**src/rtl/alu8_pkg.sv**
```systemverilog
package alu8_pkg;

    localparam int DATA_W = 8;
    localparam int NIB_W  = 4;
    localparam int DIGITS = DATA_W / NIB_W;
    localparam int WIDE_W = NIB_W + 2;

    typedef enum logic [3:0] {
        OP_OR  = 4'd0,
        OP_AND = 4'd1,
        OP_XOR = 4'd2,
        OP_ADD = 4'd3,
        OP_SUB = 4'd4,
        OP_CMP = 4'd5,
        OP_BIT = 4'd6,
        OP_INC = 4'd7,
        OP_DEC = 4'd8,
        OP_SHL = 4'd9,
        OP_SHR = 4'd10,
        OP_ROL = 4'd11,
        OP_ROR = 4'd12
    } alu_op_e;

    typedef struct packed {
        logic n;
        logic v;
        logic z;
        logic c;
    } flags_t;

    localparam flags_t WE_NONE = 4'b0000;
    localparam flags_t WE_NZ   = 4'b1010;
    localparam flags_t WE_NZC  = 4'b1011;
    localparam flags_t WE_NVZ  = 4'b1110;
    localparam flags_t WE_ALL  = 4'b1111;

    // Reduce a small non-negative value (0..39) to a single decimal digit.
    function automatic logic [NIB_W-1:0] fold_digit(input logic [WIDE_W-1:0] v);
        logic [WIDE_W-1:0] r;
        if (v >= WIDE_W'(30))      r = v - WIDE_W'(30);
        else if (v >= WIDE_W'(20)) r = v - WIDE_W'(20);
        else if (v >= WIDE_W'(10)) r = v - WIDE_W'(10);
        else                       r = v;
        return r[NIB_W-1:0];
    endfunction

    function automatic logic is_arith(input logic [3:0] op);
        return (op == OP_ADD) || (op == OP_SUB);
    endfunction

endpackage

```
**src/rtl/alu8_bcd_digit.sv**
```systemverilog
module alu8_bcd_digit
    import alu8_pkg::*;
(
    input  logic             sub_i,
    input  logic [NIB_W-1:0] a_i,
    input  logic [NIB_W-1:0] m_i,
    input  logic             link_i,   // carry in (add) or borrow in (sub)
    output logic [NIB_W-1:0] digit_o,
    output logic             link_o    // carry out (add) or borrow out (sub)
);
    logic [WIDE_W-1:0] raw;

    always_comb begin
        if (sub_i) begin
            raw    = WIDE_W'(10) + WIDE_W'(a_i) - WIDE_W'(m_i) - WIDE_W'(link_i);
            link_o = (raw < WIDE_W'(10));
        end else begin
            raw    = WIDE_W'(a_i) + WIDE_W'(m_i) + WIDE_W'(link_i);
            link_o = (raw >= WIDE_W'(10));
        end
        digit_o = fold_digit(raw);
    end
endmodule

```
**src/rtl/alu8_addsub.sv**
```systemverilog
module alu8_addsub
    import alu8_pkg::*;
#(
    parameter int W = DATA_W
) (
    input  logic         sub_i,
    input  logic         dec_i,
    input  logic [W-1:0] a_i,
    input  logic [W-1:0] m_i,
    input  logic         c_i,
    output logic [W-1:0] res_o,
    output logic         n_o,
    output logic         z_o,
    output logic         c_o,
    output logic         v_o
);
    localparam int ND = W / NIB_W;

    logic [W-1:0]   m_eff;
    logic [W:0]     bin_sum;
    logic [W-1:0]   bin_res;
    logic [W-1:0]   bcd_res;
    logic [ND:0]    link;

    assign m_eff   = sub_i ? ~m_i : m_i;
    assign bin_sum = {1'b0, a_i} + {1'b0, m_eff} + {{W{1'b0}}, c_i};
    assign bin_res = bin_sum[W-1:0];

    assign link[0] = sub_i ? ~c_i : c_i;

    for (genvar g = 0; g < ND; g++) begin : g_digit
        alu8_bcd_digit u_digit (
            .sub_i   (sub_i),
            .a_i     (a_i[g*NIB_W +: NIB_W]),
            .m_i     (m_i[g*NIB_W +: NIB_W]),
            .link_i  (link[g]),
            .digit_o (bcd_res[g*NIB_W +: NIB_W]),
            .link_o  (link[g+1])
        );
    end

    always_comb begin
        n_o = bin_res[W-1];
        z_o = (bin_res == '0);
        v_o = (a_i[W-1] == m_eff[W-1]) && (bin_res[W-1] != a_i[W-1]);
        if (dec_i) begin
            res_o = bcd_res;
            c_o   = sub_i ? ~link[ND] : link[ND];
        end else begin
            res_o = bin_res;
            c_o   = bin_sum[W];
        end
    end

    always_comb begin
        logic ok_in;
        ok_in = 1'b1;
        for (int i = 0; i < ND; i++) begin
            if (a_i[i*NIB_W +: NIB_W] > 4'd9 || m_i[i*NIB_W +: NIB_W] > 4'd9) ok_in = 1'b0;
        end
        for (int i = 0; i < ND; i++) begin

            bcd_digit_chk: assert (!(dec_i && ok_in) || res_o[i*NIB_W +: NIB_W] <= 4'd9)
                else $error("decimal digit out of range");
        end
    end
endmodule

```
**src/rtl/alu8_bitops.sv**
```systemverilog
module alu8_bitops
    import alu8_pkg::*;
#(
    parameter int W = DATA_W
) (
    input  logic [3:0]   op_i,
    input  logic [W-1:0] a_i,
    input  logic [W-1:0] m_i,
    input  logic         c_i,
    output logic [W-1:0] res_o,
    output logic         c_o,
    output flags_t       test_o
);
    always_comb begin
        res_o  = '0;
        c_o    = 1'b0;
        test_o = '0;
        unique case (op_i)
            OP_OR:  res_o = a_i | m_i;
            OP_AND: res_o = a_i & m_i;
            OP_XOR: res_o = a_i ^ m_i;
            OP_INC: res_o = m_i + W'(1);
            OP_DEC: res_o = m_i - W'(1);
            OP_SHL: begin res_o = {m_i[W-2:0], 1'b0}; c_o = m_i[W-1]; end
            OP_ROL: begin res_o = {m_i[W-2:0], c_i};  c_o = m_i[W-1]; end
            OP_SHR: begin res_o = {1'b0, m_i[W-1:1]}; c_o = m_i[0];   end
            OP_ROR: begin res_o = {c_i, m_i[W-1:1]};  c_o = m_i[0];   end
            OP_BIT: begin
                test_o.z = ((a_i & m_i) == '0);
                test_o.n = m_i[W-1];
                test_o.v = m_i[W-2];
            end
            default: res_o = '0;
        endcase
    end

    always_comb begin

        incdec_wrap_chk: assert (!((op_i == OP_INC && m_i == '1) || (op_i == OP_DEC && m_i == '0))
                                 || res_o == (op_i == OP_INC ? '0 : '1))
            else $error("increment/decrement wrap wrong");
    end
endmodule

```
**src/rtl/alu8_core.sv**
```systemverilog
module alu8_core
    import alu8_pkg::*;
(
    input  logic [3:0]        op_i,
    input  logic [DATA_W-1:0] a_i,
    input  logic [DATA_W-1:0] m_i,
    input  logic              c_i,
    input  logic              d_i,
    output logic [DATA_W-1:0] res_o,
    output logic              res_we_o,
    output logic [3:0]        flags_o,
    output logic [3:0]        flag_we_o
);
    logic [DATA_W-1:0] as_res, bo_res;
    logic              as_n, as_z, as_c, as_v, bo_c;
    logic              use_sub, use_dec, as_cin;
    flags_t            bo_test, raw_f, mask;

    assign use_sub = (op_i != OP_ADD);
    assign use_dec = d_i && is_arith(op_i);
    assign as_cin  = (op_i == OP_CMP) ? 1'b1 : c_i;

    alu8_addsub #(.W(DATA_W)) u_addsub (
        .sub_i (use_sub),
        .dec_i (use_dec),
        .a_i   (a_i),
        .m_i   (m_i),
        .c_i   (as_cin),
        .res_o (as_res),
        .n_o   (as_n),
        .z_o   (as_z),
        .c_o   (as_c),
        .v_o   (as_v)
    );

    alu8_bitops #(.W(DATA_W)) u_bitops (
        .op_i   (op_i),
        .a_i    (a_i),
        .m_i    (m_i),
        .c_i    (c_i),
        .res_o  (bo_res),
        .c_o    (bo_c),
        .test_o (bo_test)
    );

    always_comb begin
        res_o    = a_i;
        res_we_o = 1'b0;
        raw_f    = '0;
        mask     = WE_NONE;
        unique case (op_i)
            OP_OR, OP_AND, OP_XOR, OP_INC, OP_DEC: begin
                res_o    = bo_res;
                res_we_o = 1'b1;
                raw_f.n  = bo_res[DATA_W-1];
                raw_f.z  = (bo_res == '0);
                mask     = WE_NZ;
            end
            OP_SHL, OP_SHR, OP_ROL, OP_ROR: begin
                res_o    = bo_res;
                res_we_o = 1'b1;
                raw_f.n  = bo_res[DATA_W-1];
                raw_f.z  = (bo_res == '0);
                raw_f.c  = bo_c;
                mask     = WE_NZC;
            end
            OP_ADD, OP_SUB: begin
                res_o    = as_res;
                res_we_o = 1'b1;
                raw_f    = '{n: as_n, v: as_v, z: as_z, c: as_c};
                mask     = WE_ALL;
            end
            OP_CMP: begin
                raw_f.n  = as_n;
                raw_f.z  = as_z;
                raw_f.c  = as_c;
                mask     = WE_NZC;
            end
            OP_BIT: begin
                raw_f    = bo_test;
                mask     = WE_NVZ;
            end
            default: begin
                mask     = WE_NONE;
            end
        endcase
        flags_o   = raw_f & mask;
        flag_we_o = mask;
    end

    always_comb begin

        cmp_carry_chk: assert (op_i != OP_CMP || (flags_o[0] == (a_i >= m_i) && !res_we_o))
            else $error("compare carry or write strobe wrong");

        shift_carry_chk: assert (!(op_i inside {OP_SHL, OP_ROL, OP_SHR, OP_ROR})
                                 || flags_o[0] == ((op_i inside {OP_SHL, OP_ROL}) ? m_i[DATA_W-1] : m_i[0]))
            else $error("shift carry source wrong");

        reserved_op_chk: assert (op_i <= OP_ROR || (flag_we_o == 4'b0 && !res_we_o))
            else $error("reserved op wrote state");

        bin_add_chk: assert (!(op_i == OP_ADD && !d_i)
                             || {flags_o[0], res_o} == ({1'b0, a_i} + {1'b0, m_i} + 9'(c_i)))
            else $error("binary add mismatch");
    end
endmodule

```
**config.mk**
```make
export PLATFORM = sky130hd
export DESIGN_NAME = alu8_core
export DESIGN_NICKNAME = d
export VERILOG_FILES = /design/src/rtl/alu8_pkg.sv /design/src/rtl/alu8_bcd_digit.sv /design/src/rtl/alu8_addsub.sv /design/src/rtl/alu8_bitops.sv /design/src/rtl/alu8_core.sv
export SDC_FILE = /design/constraint.sdc
export NUM_CORES = 1
export LEC_CHECK = 0
export ABC_AREA = 0
export BUFFER_PORTS_ARGS = -buffer_cell sky130_fd_sc_hd__buf_2
export CAP_MARGIN = 40
export CORE_UTILIZATION = 55
export DETAILED_ROUTE_END_ITERATION = 7
export PLACE_DENSITY = 0.81
export REMOVE_ABC_BUFFERS = 1
export SLEW_MARGIN = 40
export SYNTH_ARGS = -nofsm -noshare
export SYNTH_HDL_FRONTEND = slang
export SYNTH_SLANG_ARGS = --single-unit
export TNS_END_PERCENT = 5
```
**constraint.sdc**
```tcl
create_clock -name vclk -period 8.04
set_clock_uncertainty 0.15 [all_clocks]
set_input_delay 0.402 -clock vclk [all_inputs]
set_output_delay 0.402 -clock vclk [all_outputs]
set_load 0.01 [all_outputs]
```
==> impl_metrics.ini <==
[placement]
hpwlAfterDp_mm = 7.54
numPortBuffers = 39
place.gp.congestion = 0.938
dpl-instance-area_um2 = 3600
dpl.cell_count = 561

[setup_path]
critPathLaunchType = input port
crit_top_cell = inv_1
worst-path-max-fanout = 26
cp-end-kind = output port
worst-setup-path-type = in -> out
worst-endpoint-arrival_ns = 6.86
critPathMaxStageDelay_ns = 0.49
setup.worst_path.end = res_o[5]
startpoint = op_i[2]
cp_slowest_cell = fa_1
crit_required_ns = 7.49

[timing]
min_period_ns = 7.41
worst_pin_slew_ns = 0.760
fmax_ghz = 0.135
setup_tns_ns = 0
setup_violations = 0
rsz0062_at_grt = no
relSlewSlack = 0.488
period_share = 0.922
finalHoldViolations = 0
finalMaxSlewViolations = 0

[pwr]
power_density_nw_per_um2 = 128
peakVddDrop_mv = 0.120
power_leakage_nw = 1.67
p_total_w = 0.000460

[detailed_routing]
vias = 3592
wl_mm = 9.36
drt-initial-drc-count = 376
drt-pass1-iter-count = 6
drc = 0
wire_per_inst_um = 16.7
antenna_left = 0
routed_via_density = 6.40

[floorplanning]
die_height_um = 80.0
core_area_um2 = 5890
io_pins = 39
start_util = 0.569
die_w_um = 80.0
rows = 28
die_area_um2 = 6400

[cells_and_area]
syn2layout_area_growth_pct = 7.47
postLayoutCellArea_um2 = 3600
nets = 580
seq_area_um2 = 0
drive_gt1_frac = 0.123
clkbuf_count = 0
design.seq.count = 0
stdcell_count = 561
insertedDiodeCount = 0

[worst_hold_path]
hp-class = in -> out

[clock_tree]
cts_setup_buffers = 0
cts_resized = 0
cts-hold-fix-buffers = 0

[grt]
grt_overflow_total = 0
grt_start_max_net_pins = 30
grt_usage = 0.294
grt_pass1_vias = 3348
grt_pass1_wl_mm = 15.3
antenna_found_initial = 0

[outcome]
outcome = complete, no violations

[yosys]
yosys_warnings = 0
ys_types = 76
synth_area_per_cell_um2 = 7.31
postSynthCellCount = 458
synth-seq-area-share = 0
netlist_area_um2 = 3350

[flow_run]
maxCapViolCount = 0
## worst min-delay path by stage
stage,start,to,slack [ns],cells past startpoint
3_3_place_gp,a_i[0],res_o[0],1.10,3
3_5_place_dp,a_i[0],res_o[0],1.11,3
2_1_floorplan,op_i[0],flag_we_o[0],0.76,1
6_report,a_i[0],res_o[0],1.10,3
4_1_cts,a_i[0],res_o[0],1.10,3
5_1_grt,a_i[0],res_o[0],1.12,3
## stage by stage
stage          hold slack, ns  utilization  setup slack [ns]
3_5_place_dp             1.11        0.611             0.750
6_report                 1.10        0.611             0.626
2_1_floorplan           0.765            -              1.24
5_1_grt                  1.12        0.611             0.144
3_3_place_gp             1.10        0.611             0.992
4_1_cts                  1.10        0.611             0.724
## synthesized netlist by cell type (6+ instances only)
| library cell | n | area share |
|---|---|---|
| o21ai_0 | 24 | 0.036 |
| nand2_1 | 34 | 0.038 |
| nor2_1 | 35 | 0.039 |
| nor2b_1 | 11 | 0.021 |
| ha_1 | 59 | 0.22 |
| a32o_1 | 6 | 0.018 |
| fa_1 | 11 | 0.066 |
| nand3_1 | 6 | 0.0090 |
| a31oi_1 | 9 | 0.017 |
| a21o_1 | 7 | 0.016 |
| a21oi_1 | 26 | 0.039 |
| xnor2_1 | 23 | 0.060 |
| a211oi_1 | 8 | 0.018 |
| xor2_1 | 12 | 0.031 |
| nor3_1 | 16 | 0.024 |
| and2_1 | 6 | 0.011 |
| inv_1 | 45 | 0.050 |
## placed cells by master (no fill, tap or decap), drive strengths merged, types with 5 or more instances in the layout
master / instances
inv: 46
o21ai: 29
ha: 59
and2: 6
a31oi: 9
xnor2: 23
a32o: 6
buf: 45
nand3: 6
nor2: 36
a21oi: 27
o211ai: 5
mux2i: 6
a211oi: 8
nand2b: 5
fa: 11
xor2: 12
nand2: 34
nor3: 17
a221o: 5
a21o: 7
nor2b: 11
## area by class of cell
cell class	instances	area, um2
well taps	75	93.8
fillers	542	2290
inverters	47	176
repair buffers	45	240
multi-input cells	394	3090
## where the power goes
| part | internal [W] | total [W] | switching (W) |
|---|---|---|---|
| sequential | 0 | 0 | 0 |
| clock | 0 | 0 | 0 |
| combinational | 0.000191 | 0.000460 | 0.000270 |
| total | 0.000191 | 0.000460 | 0.000270 |
## worst max-delay path: cells and delay by family
kind	cells	cell delay (ns)
AO/OA/AOI/OAI	7	1.34
XOR/XNOR	2	0.36
adder cells (fa/ha/maj)	6	1.92
buffers and inverters	7	1.10
multiplexers	1	0.34
AND/OR/NAND/NOR	7	1.39
## layer usage
metal  track usage  part of all wire
met2         0.508              0.46
met1         0.404              0.45
met3        0.0114             0.071
met4        0.0589             0.021
met5             0                 0
## cells by family after synthesis
group                    Yosys count  share of synthesized area
buffers and inverters             64                     0.0803
XOR/XNOR                          35                     0.0916
adder cells (fa/ha/maj)           70                      0.286
multiplexers                       9                     0.0291
AO/OA/AOI/OAI                    142                      0.302
AND/OR/NAND/NOR                  138                      0.210
(Power assumes the default switching activity.)
